File: src/rtl/clock_nru_pkg.sv
package clock_nru_pkg;
  typedef enum logic {HAND_IDLE = 1'b0, HAND_SWEEP = 1'b1} hand_state_t;
endpackage

File: src/rtl/use_flag_bank.sv
module use_flag_bank #(
  parameter int NUM_FRAMES = 16,
  parameter int IDX_W      = $clog2(NUM_FRAMES)
) (
  input  logic             clk,
  input  logic             rst,
  input  logic             set_en,
  input  logic [IDX_W-1:0] set_idx,
  input  logic             clr_en,
  input  logic [IDX_W-1:0] clr_idx,
  input  logic [IDX_W-1:0] rd_idx,
  output logic             rd_bit
);
  logic [NUM_FRAMES-1:0] flags;

  // One flop per frame; a set on the same frame overrides a clear.
  for (genvar g = 0; g < NUM_FRAMES; g++) begin : g_flag
    always_ff @(posedge clk) begin
      if (rst)
        flags[g] <= 1'b0;
      else if (set_en && set_idx == IDX_W'(g))
        flags[g] <= 1'b1;
      else if (clr_en && clr_idx == IDX_W'(g))
        flags[g] <= 1'b0;
    end
  end

  assign rd_bit = flags[rd_idx];
endmodule

File: src/rtl/hand_sweeper.sv
module hand_sweeper
  import clock_nru_pkg::*;
#(
  parameter int NUM_FRAMES = 16,
  parameter int IDX_W      = $clog2(NUM_FRAMES),
  parameter int CNT_W      = $clog2(NUM_FRAMES + 1)
) (
  input  logic             clk,
  input  logic             rst,
  input  logic             evict_req,
  input  logic             cur_bit,
  output logic [IDX_W-1:0] cur_idx,
  output logic             clr_en,
  output logic [IDX_W-1:0] sel_frame,
  output logic             sel_done,
  output logic             scanning
);
  localparam logic [IDX_W-1:0] LAST = IDX_W'(NUM_FRAMES - 1);
  localparam logic [CNT_W-1:0] FULL = CNT_W'(NUM_FRAMES);

  hand_state_t      state;
  logic [IDX_W-1:0] hand;
  logic [IDX_W-1:0] probe;
  logic [CNT_W-1:0] passed;
  logic             hit;

  function automatic logic [IDX_W-1:0] step(input logic [IDX_W-1:0] i);
    return (i == LAST) ? '0 : i + 1'b1;
  endfunction

  assign hit     = (state == HAND_SWEEP) && (!cur_bit || passed == FULL);
  assign clr_en  = (state == HAND_SWEEP) && !hit;
  assign cur_idx = probe;

  always_ff @(posedge clk) begin
    if (rst) begin
      state     <= HAND_IDLE;
      hand      <= '0;
      probe     <= '0;
      passed    <= '0;
      sel_frame <= '0;
      sel_done  <= 1'b0;
    end else begin
      sel_done <= 1'b0;
      case (state)
        HAND_IDLE: if (evict_req) begin
          state  <= HAND_SWEEP;
          probe  <= step(hand);
          passed <= '0;
        end
        HAND_SWEEP: if (hit) begin
          state     <= HAND_IDLE;
          hand      <= probe;
          sel_frame <= probe;
          sel_done  <= 1'b1;
        end else begin
          probe  <= step(probe);
          passed <= passed + 1'b1;
        end
        default: state <= HAND_IDLE;
      endcase
    end
  end

  assign scanning = (state == HAND_SWEEP);
endmodule

File: src/rtl/clock_nru_selector.sv
module clock_nru_selector #(
  parameter int NUM_FRAMES = 16,
  parameter int IDX_W      = $clog2(NUM_FRAMES)
) (
  input  logic             clk,
  input  logic             rst,
  input  logic             touch_valid,
  input  logic [IDX_W-1:0] touch_frame,
  input  logic             evict_req,
  output logic [IDX_W-1:0] sel_frame,
  output logic             sel_done,
  output logic             scanning
);
  logic [IDX_W-1:0] cur_idx;
  logic             cur_bit;
  logic             clr_en;

  use_flag_bank #(.NUM_FRAMES(NUM_FRAMES), .IDX_W(IDX_W)) u_bank (
    .clk(clk), .rst(rst),
    .set_en(touch_valid), .set_idx(touch_frame),
    .clr_en(clr_en), .clr_idx(cur_idx),
    .rd_idx(cur_idx), .rd_bit(cur_bit)
  );

  hand_sweeper #(.NUM_FRAMES(NUM_FRAMES), .IDX_W(IDX_W)) u_hand (
    .clk(clk), .rst(rst), .evict_req(evict_req),
    .cur_bit(cur_bit), .cur_idx(cur_idx), .clr_en(clr_en),
    .sel_frame(sel_frame), .sel_done(sel_done), .scanning(scanning)
  );
endmodule

File: config.mk
export PLATFORM = sky130hd
export DESIGN_NAME = clock_nru_selector
export DESIGN_NICKNAME = d
export VERILOG_FILES = /design/src/rtl/clock_nru_pkg.sv /design/src/rtl/use_flag_bank.sv /design/src/rtl/hand_sweeper.sv /design/src/rtl/clock_nru_selector.sv
export SDC_FILE = /design/constraint.sdc
export NUM_CORES = 1
export LEC_CHECK = 0
export CORE_MARGIN = 5
export CORE_UTILIZATION = 50
export DETAILED_ROUTE_END_ITERATION = 10
export PLACE_DENSITY = 0.74
export SLEW_MARGIN = 20
export SYNTH_ARGS = -nofsm -noshare
export SYNTH_HDL_FRONTEND = slang
export SYNTH_SLANG_ARGS = --single-unit
File: constraint.sdc
create_clock -name clk -period 1.59 [get_ports clk]
set_input_delay 0.318 -clock clk [delete_from_list [all_inputs] [get_ports clk]]
set_output_delay 0.318 -clock clk [all_outputs]
set_load 0.01 [all_outputs]
==> results of run 1 <==
worst min-delay path, delay by kind of cell, from the launching register on:
family	cells	cell delay, ns
DFF	1	0.31
AOI/OAI and AO/OA	1	0.07
buffers and inverters	1	0.05
layer usage:
metal | vias up | track usage | part of all wire
li1 | 890 | - | -
met2 | 65 | 0.3306 | 0.49
met1 | 865 | 0.2437 | 0.42
met3 | 9 | 0.05256 | 0.078
met4 | 0 | 0.07724 | 0.014
met5 | - | 0 | 0
cell families after synthesis:
| kind of cell | share of synthesized area |
|---|---|
| compound gates | 0.2304 |
| flops | 0.3360 |
| fa+ha+maj | 0.04742 |
| buf+inv | 0.08943 |
| simple gates | 0.2046 |
| mux | 0.08740 |
| xor+xnor | 0.004743 |
area by class of cell:
class | count | area, µm²
Multi-Input combinational cell | 158 | 1169
Timing Repair Buffer | 51 | 447.9
Inverter | 21 | 78.83
Tap cell | 48 | 60.06
Clock inverter | 1 | 5.005
Clock buffer | 7 | 76.32
Sequential cell | 31 | 630.6
Fill cell | 287 | 1139
Yosys cell counts, types with 2 or more instances:
library cell / count / area share
nand2b_1: 3 / 0.010
buf_2: 3 / 0.0081
o22ai_1: 2 / 0.0068
clkbuf_1: 5 / 0.010
and2_1: 2 / 0.0068
and2b_1: 2 / 0.0081
or3_1: 3 / 0.010
o211ai_1: 3 / 0.012
nand2_1: 34 / 0.069
buf_6: 4 / 0.024
nand3_1: 4 / 0.011
nor2_1: 7 / 0.014
nand4_1: 3 / 0.010
ha_1: 7 / 0.047
o32ai_1: 14 / 0.066
and3_1: 3 / 0.010
a22oi_1: 2 / 0.0081
a31o_2: 2 / 0.0095
mux2i_1: 15 / 0.081
dfxtp_1: 31 / 0.34
nor2b_1: 4 / 0.014
inv_1: 20 / 0.041
o21ai_0: 5 / 0.014
a21oi_1: 21 / 0.057
worst max path at each step:
stage / startpoint / endpoint / slack [ns] / cells after the start
after global placement: u_hand.cur_idx[3] / u_hand.sel_frame[1] / -0.27 / 6
after floorplan: u_hand.passed[1] / u_hand.passed[3] / -0.09 / 8
final: u_hand.passed[0] / u_hand.passed[4] / -0.21 / 8
after detailed placement: u_hand.cur_idx[3] / u_hand.cur_idx[0] / -0.26 / 5
after global routing: u_hand.passed[0] / u_hand.passed[3] / -0.33 / 8
after CTS: u_hand.passed[0] / u_hand.sel_frame[1] / -0.16 / 8
timing repair:
| action | CTS | global route |
|---|---|---|
| gates resized for setup | 16 | 18 |
| setup endpoints to repair | 35 | 32 |
| setup buffers | 3 | 0 |
| pin swaps | 8 | 3 |
sequential cells by signal (all words and copies together) (netlist names):
register,flops
u_bank.flags,16
u_hand.cur_idx,4
u_hand.passed,5
u_hand.scanning,1
u_hand.sel_done,1
u_hand.sel_frame,4
where the power goes:
group	internal, mW	total (mW)	switching (mW)
logic	0.142	0.307	0.165
clock network	0.306	0.594	0.288
registers	0.801	0.817	0.0153
stage by stage:
step	worst slack, ns	setup TNS, ns	total power [mW]
detailed placement	-0.2632	-6.689	1.113
global route	-0.3266	-7.975	1.792
global placement	-0.2665	-5.175	1.109
CTS	-0.1609	-2.880	1.707
floorplan	-0.08760	-1.090	1.001
finish	-0.2077	-5.077	1.718
==> impl_results.md, run 1 <==
* Outcome: finished with violations
* Failing checks: negative setup slack
* Placed Instance Area at around 2300 µm²
* Core Util, Final at 0.6842
* Ys async rst share at 0
* Crit path cell chain: inv_2 > ha_4 > and4bb_2 > a211oi_2 > nand4_1 > buf_4 > a21oi_2 > mux2i_1
* # rows at 22
* DR DRC count at 0
* Pre-Repair DR Iteration Count at 4
* Most frequent cells in the layout: nand2_1, buf_4, dfxtp_1
* WL final at roughly 5000 µm
* PD cells at ~700 nW/µm²
* Routed wire length per instance at ~16 µm
* TritonCTS clock tree: yes
* Crit path kind: reg2reg
* Crit-path leading delay family: simple AND/OR/NAND/NOR gates
* Post-route clock skew at 0.004727 ns
* Number of port buffers at 13
* Worst EP required at 1.80 ns
* Final Hold Slack at between 0.4 and 0.5 ns
* R2r startpoint: u_hand.passed[0]
* Max Clk Rate at roughly 560 MHz
* Max-cap viol count at 0
* All-Layer GR Usage at 0.1984
* RSZ-0062 raised after global routing: true
* Vias in the first global route at ~1700
* Root Buffer: clkbuf_8
* Synth warn at 0
* Fin cells at 317
* Slew headroom at 0.7664
* Share of layout cells above drive strength 1 at 0.3160
* Post-Syn Nets at 238
* DR iter-0 viols at between 150 and 200
* Crit path DAT at between 2 and 2.5 ns
* TritonCTS sink count at 31
* HP Start: u_bank.flags[14]
* Min Tclk post-route at approximately 1.8 ns
* Final cell area excluding filler cells at ~2500 µm²
* Clk_lat worst skew at approximately 0.29 ns
* Antenna violations before repair at 0
* EDFF count, synth at 0
* Most common cell after layout, fill and taps aside: nand2_1
* Crit end category: flip-flop
* Largest net degree at the start of global routing at 17
* Worst Hold End: u_bank.flags[14]
* Post-Syn Instances at approximately 220
* Vias per cell at roughly 5.8
* Starting density of the core at 0.5121
* Least-Margin Pin Slew at 0.3497 ns
* Vias at 1829
* Mapped Area at between 1500 and 2000 µm²
* Dpl hpwl at approximately 3600 µm
* CTS buffer count at 5
* Die H at around 71 µm
* Slowest stage delay, CP at ~0.33 ns
* Pleak at roughly 0.92 nW
* Placed Cells incl. Taps at around 300
* R2R depth at 8
* Layout net count at between 200 and 300
* Final Setup Violations at 31
* Synth Register Bits at 31
* Hold buffer count at cts at 0
* First-pass GRT wire length at 7935 µm
* VDD IR max at roughly 570 µV
* FF-to-FF setup slack at -0.21 ns
* Global route overflow at 0
* R2r endpoint: u_hand.passed[4]
* Max-slew violation count at 0
* Final Cycle Share at 1.131
* CP max-delay cell: dfxtp_2
* Ant. Diodes at 0
* Number of nets with antenna violations after routing at 0
* Register area share after synthesis at 0.3360
* Startpoint Class: flip-flop
* Worst Path Buf+Inv at 2
* Clock slew at reported path FFs at about 0.060 ns
* Syn avg cell area at 8.281 µm²
* CTS H-tree lvls at 2
* Final worst setup slack at -0.2077 ns
* Placer Congestion at around 0.94
* Core footprint at between 3000 and 4000 µm²
* IO Count at 14
* DIE WIDTH at between 70 and 80 µm
* Hold Violations, Final at 0
* Hold path cells at 2
* Clock Tree Buf Depth at 2
* Area grow syn2layout at 33.60%
* Top FF cell, synth: dfxtp_1
* CP max FO at 4
* Unique masters post-synth at 48
* Die area at about 5000 µm²
* Worst Hold Class: reg2reg
No activity file was read; power rests on OpenSTA's default activity.
==> inputs of run 2 (changes only) <==
CORE_UTILIZATION = 35   (was 50)
PLACE_DENSITY = 0.55   (was 0.74)
==> impl_results.md, run 2 (synthesized netlist as in run 1, its figures left out) <==
* Layout net count at about 290
* Largest net degree at the start of global routing at 15
* Global route overflow at 0
* Final worst setup slack at -0.3240 ns
* Dpl hpwl at 3930 µm
* Core Util, Final at 0.5145
* VDD IR max at 423.0 µV
* Core footprint at a little over 5000 µm²
* Worst EP required at ~1.8 ns
* Vias per cell at between 5 and 6
* DR iter-0 viols at 99
* Pleak at roughly 1.0 nW
* TritonCTS clock tree: yes
* Most frequent cells in the layout: buf_4, nand2_1, dfxtp_1
* Final Hold Slack at between 0.4 and 0.5 ns
* Setup_tns at -7.046 ns
* Fin cells at 345
* TritonCTS sink count at 31
* Slowest stage delay, CP at ~0.34 ns
* Ant. Diodes at 0
* Multi-input logic area at ~1200 µm²
* HP Start: u_bank.flags[10]
* Antenna violations before repair at 0
* Vias in the first global route at 1878
* Pre-Repair DR Iteration Count at 6
* Place WS at -0.3678 ns
* Largest register FFs at 16
* Placer Congestion at between 0.9 and 1
* Max Clk Rate at 522.5 MHz
* Least-Margin Pin Slew at around 0.43 ns
* Filler cells at roughly 500
* Startpoint Class: flip-flop
* CP max-delay cell: dfxtp_2
* Final Setup Violations at 31
* Die area at about 6800 µm²
* Root Buffer: clkbuf_8
* Die H at around 83 µm
* Final Cycle Share at 1.204
* All-Layer GR Usage at 0.1763
* Failing checks: negative setup slack
* Clock Tree Buf Depth at 2
* Share of layout cells above drive strength 1 at 0.3600
* RSZ-0062 raised after global routing: true
* Area grow syn2layout at 42.28%
* Slew headroom at 0.7152
* Starting density of the core at 0.3616
* R2r startpoint: u_hand.passed[0]
* Post-route clock skew at about 0.0055 ns
* Vias at ~1800
* WL final at 5397 µm
* Outcome: finished with violations
* Routed wire length per instance at around 16 µm
* Min Tclk post-route at 1.914 ns
* Crit path kind: reg2reg
* Number of port buffers at 13
* Max-cap viol count at 0
* CTS H-tree lvls at 2
* Largest reg by FF count: u_bank.flags
* First-pass GRT wire length at about 9100 µm
* Placed Cells incl. Taps at between 300 and 400
* Most common cell after layout, fill and taps aside: buf_4
* Worst Setup SP: u_hand.passed[0]
* Placed Instance Area at 2295 µm²
* DR DRC count at 0
* Hold Violations, Final at 0
* Final cell area excluding filler cells at about 2600 µm²
* Crit path DAT at ~2.1 ns
* Worst Hold Class: reg2reg
* CTS buffer count at 5
* Tot Pwr at between 1.5 and 2 mW
* Top flop regs: u_bank.flags x16, u_hand.passed x5
* Max-slew violation count at 0
* Crit path cell chain: inv_2 > ha_4 > and4bb_2 > a211oi_2 > nand4_1 > buf_6 > buf_12 > a21oi_4 > mux2i_1
* Number of nets with antenna violations after routing at 0
* CP max FO at 4
* Clock slew at reported path FFs at roughly 0.070 ns
* IO Count at 14
* PD cells at between 700 and 800 nW/µm²
* Clk_lat worst skew at approximately 0.29 ns
* Crit end category: flip-flop
* Register area at approximately 630 µm²
* DIE WIDTH at between 80 and 90 µm
* # rows at 26
==> run 2: cell types whose count changed in the layout (fill, tap and decap cells not counted), sizes merged <==
cell / previous run / this run
clkdlybuf4s50: 10 / 8
dlymetal6s2s: 0 / 2
buf: 38 / 44
bufinv: 0 / 1
clkbuf: 7 / 6
==> run 2: final cells by class <==
cell class | instances | share of cell area
Multi-Input combinational cell | 158 | 0.4681
Sequential cell | 31 | 0.2390
Timing Repair Buffer | 57 | 0.1848
Tap cell | 70 | 0.03333
Clock buffer | 6 | 0.03143
Inverter | 21 | 0.03000
Clock inverter | 2 | 0.01333
==> run 2: layer usage <==
layer	global-route usage	up-vias	routed length, µm
li1	-	900	-
met1	0.2403	882	2505
met2	0.2716	49	2467
met3	0.03688	11	309
met4	0.06699	0	115
met5	0	-	0
==> run 2: path summary, 6_finish.rpt <==
path	slack, ns	endpoint	depth (start not counted)
setup / recovery	-0.32	u_hand.passed[4]	9
hold / removal	0.48	u_bank.flags[10]	2
setup reg to reg	-0.32	u_hand.passed[4]	9
hold reg to reg	0.48	u_bank.flags[10]	2
==> run 2: power by group <==
part | internal (mW) | leakage, nW | switching, mW
Clock | 0.507 | 0.0612 | 0.315
Combinational | 0.154 | 0.683 | 0.170
Sequential | 0.800 | 0.254 | 0.0162
==> run 2: critical path, delay by kind of cell (launching register included) <==
kind | cells | cell delay, ns
AO/OA/AOI/OAI | 2 | 0.39
AND/OR/NAND/NOR | 2 | 0.44
multiplexers | 1 | 0.18
flip-flops | 1 | 0.34
buffers and inverters | 3 | 0.35
adder cells (fa/ha/maj) | 1 | 0.14
==> run 2: repair_timing <==
action / in CTS / in global routing
hold endpoints to repair: 0 / 0
buffers inserted: 5 / 3
gates resized for setup: 41 / 6
setup endpoints to repair: 35 / 33
pin swaps: 10 / 8
gates cloned: 0 / 0
hold buffers: 0 / 0
==> inputs of run 3 (changes only) <==
GPL_TIMING_DRIVEN = 0   (was default)
==> impl_results.md, run 3 (synthesized netlist as in run 1, its figures left out) <==
* Worst EP required at ~1.7 ns
* Hold buffer count at cts at 0
* Layout net count at 270
* Dpl hpwl at ~3500 µm
* Setup_tns at -6.140 ns
* Clock slew at reported path FFs at 0.06 ns
* Slowest stage delay, CP at approximately 0.36 ns
* Global route overflow at 0
* Number of nets with antenna violations after routing at 0
* CP max-delay cell: dfxtp_4
* Max-cap viol count at 0
* RSZ-0062 raised after global routing: true
* Starting density of the core at 0.3616
* Post-route clock skew at about 0.011 ns
* Min Tclk post-route at ~1.9 ns
* Clk_lat worst skew at ~0.3 ns
* Max-slew violation count at 0
* Least-Margin Pin Slew at around 0.7 ns
* CP max FO at 5
* Worst Hold Class: reg2reg
* Die area at 6829 µm²
* Crit-path leading delay family: simple AND/OR/NAND/NOR gates
* Placed Cells incl. Taps at 305
* Placed Instance Area at 2079 µm²
* Final cell area excluding filler cells at approximately 2500 µm²
* Largest net degree at the start of global routing at 11
* Largest register FFs at 16
* Clock Tree Buf Depth at 2
* Antenna violations before repair at 0
* Final Hold Slack at between 0.4 and 0.5 ns
* Most frequent cells in the layout: nand2_1, dfxtp_1, inv_1
* TritonCTS sink count at 31
* Placer Congestion at between 0.8 and 0.9
* Crit path kind: reg2reg
* Register area at about 630 µm²
* Die H at around 83 µm
* First-pass GRT wire length at between 8000 and 9000 µm
* Vias in the first global route at roughly 1600
* Multi-input logic area at between 1000 and 1500 µm²
* Crit end category: flip-flop
* Largest reg by FF count: u_bank.flags
* Final Setup Violations at 31
* Filler cells at approximately 500
* Slew headroom at 0.5442
* Number of port buffers at 12
* Failing checks: negative setup slack
* Routed wire length per instance at 16.95 µm
* Share of layout cells above drive strength 1 at 0.3098
* PD cells at around 700 nW/µm²
* Pleak at 0.8752 nW
* Ant. Diodes at 0
* Startpoint Class: flip-flop
* Core Util, Final at 0.4958
* Area grow syn2layout at 37.13%
* Most common cell after layout, fill and taps aside: nand2_1
* Vias at approximately 1800
* Crit path DAT at about 2 ns
* Root Buffer: clkbuf_8
* DR DRC count at 0
* WL final at about 5500 µm
* TritonCTS clock tree: yes
* CTS buffer count at 5
* Vias per cell at around 5.4
* Crit path cell chain: inv_4 > ha_4 > and4bb_2 > a211oi_2 > nand4_1 > buf_4 > buf_6 > a21oi_2 > o32ai_2
* Place WS at -0.3574 ns
* Worst Path Buf+Inv at 3
* Pre-Repair DR Iteration Count at 5
* Fin cells at roughly 330
* # rows at 26
* Final Cycle Share at 1.165
* Tot Pwr at about 1.8 mW
* IO Count at 14
* Max Clk Rate at ~540 MHz
* Core footprint at approximately 5100 µm²
* CTS H-tree lvls at 2
* DR iter-0 viols at around 110
* Outcome: finished with violations
* Top flop regs: u_bank.flags x16, u_hand.passed x5
* Final worst setup slack at -0.2617 ns
* DIE WIDTH at a little over 80 µm
* VDD IR max at ~400 µV
* Hold Violations, Final at 0
* All-Layer GR Usage at 0.1658
-- run 3: worst paths after layout --
| check | cells after the start | start | slack [ns] | end |
|---|---|---|---|---|
| worst max-delay path | 9 | u_hand.passed[1] | -0.26 | u_bank.flags[5] |
| worst min-delay path | 2 | u_bank.flags[14] | 0.47 | u_bank.flags[14] |
| worst max register to register | 9 | u_hand.passed[1] | -0.26 | u_bank.flags[5] |
| worst min register to register | 2 | u_bank.flags[14] | 0.47 | u_bank.flags[14] |
-- run 3: repair_timing --
action,in CTS,in global routing
setup endpoints to repair,33,34
pin swaps,7,7
cloned,2,0
buffers inserted,8,3
gates resized for setup,28,36
-- run 3: worst register-to-register path: cells and delay by family, from the launching register on --
family,cells,cell delay (ns)
AO/OA/AOI/OAI,3,0.40
flip-flops,1,0.36
adder cells (fa/ha/maj),1,0.14
buffers and inverters,3,0.39
AND/OR/NAND/NOR,2,0.42
-- run 3: per-layer routing --
layer,GRT usage,share of wire
met5,0,0
met4,0.04902,0.024
met3,0.04121,0.049
met2,0.2620,0.49
met1,0.2224,0.44
-- run 3: area by class of cell --
| class | count | area share |
|---|---|---|
| Inverter | 21 | 0.03211 |
| Buffer | 13 | 0.04792 |
| Timing Repair Buffer | 25 | 0.09338 |
| Clock buffer | 6 | 0.03261 |
| Clock inverter | 1 | 0.001976 |
| Multi-Input combinational cell | 158 | 0.5089 |
| Tap cell | 70 | 0.03458 |
| Sequential cell | 31 | 0.2485 |
-- run 3: report_power, final --
group / switching (mW) / total, mW / internal (mW)
Combinational: 0.172 / 0.306 / 0.134
Sequential: 0.0209 / 0.822 / 0.802
Clock: 0.309 / 0.648 / 0.339
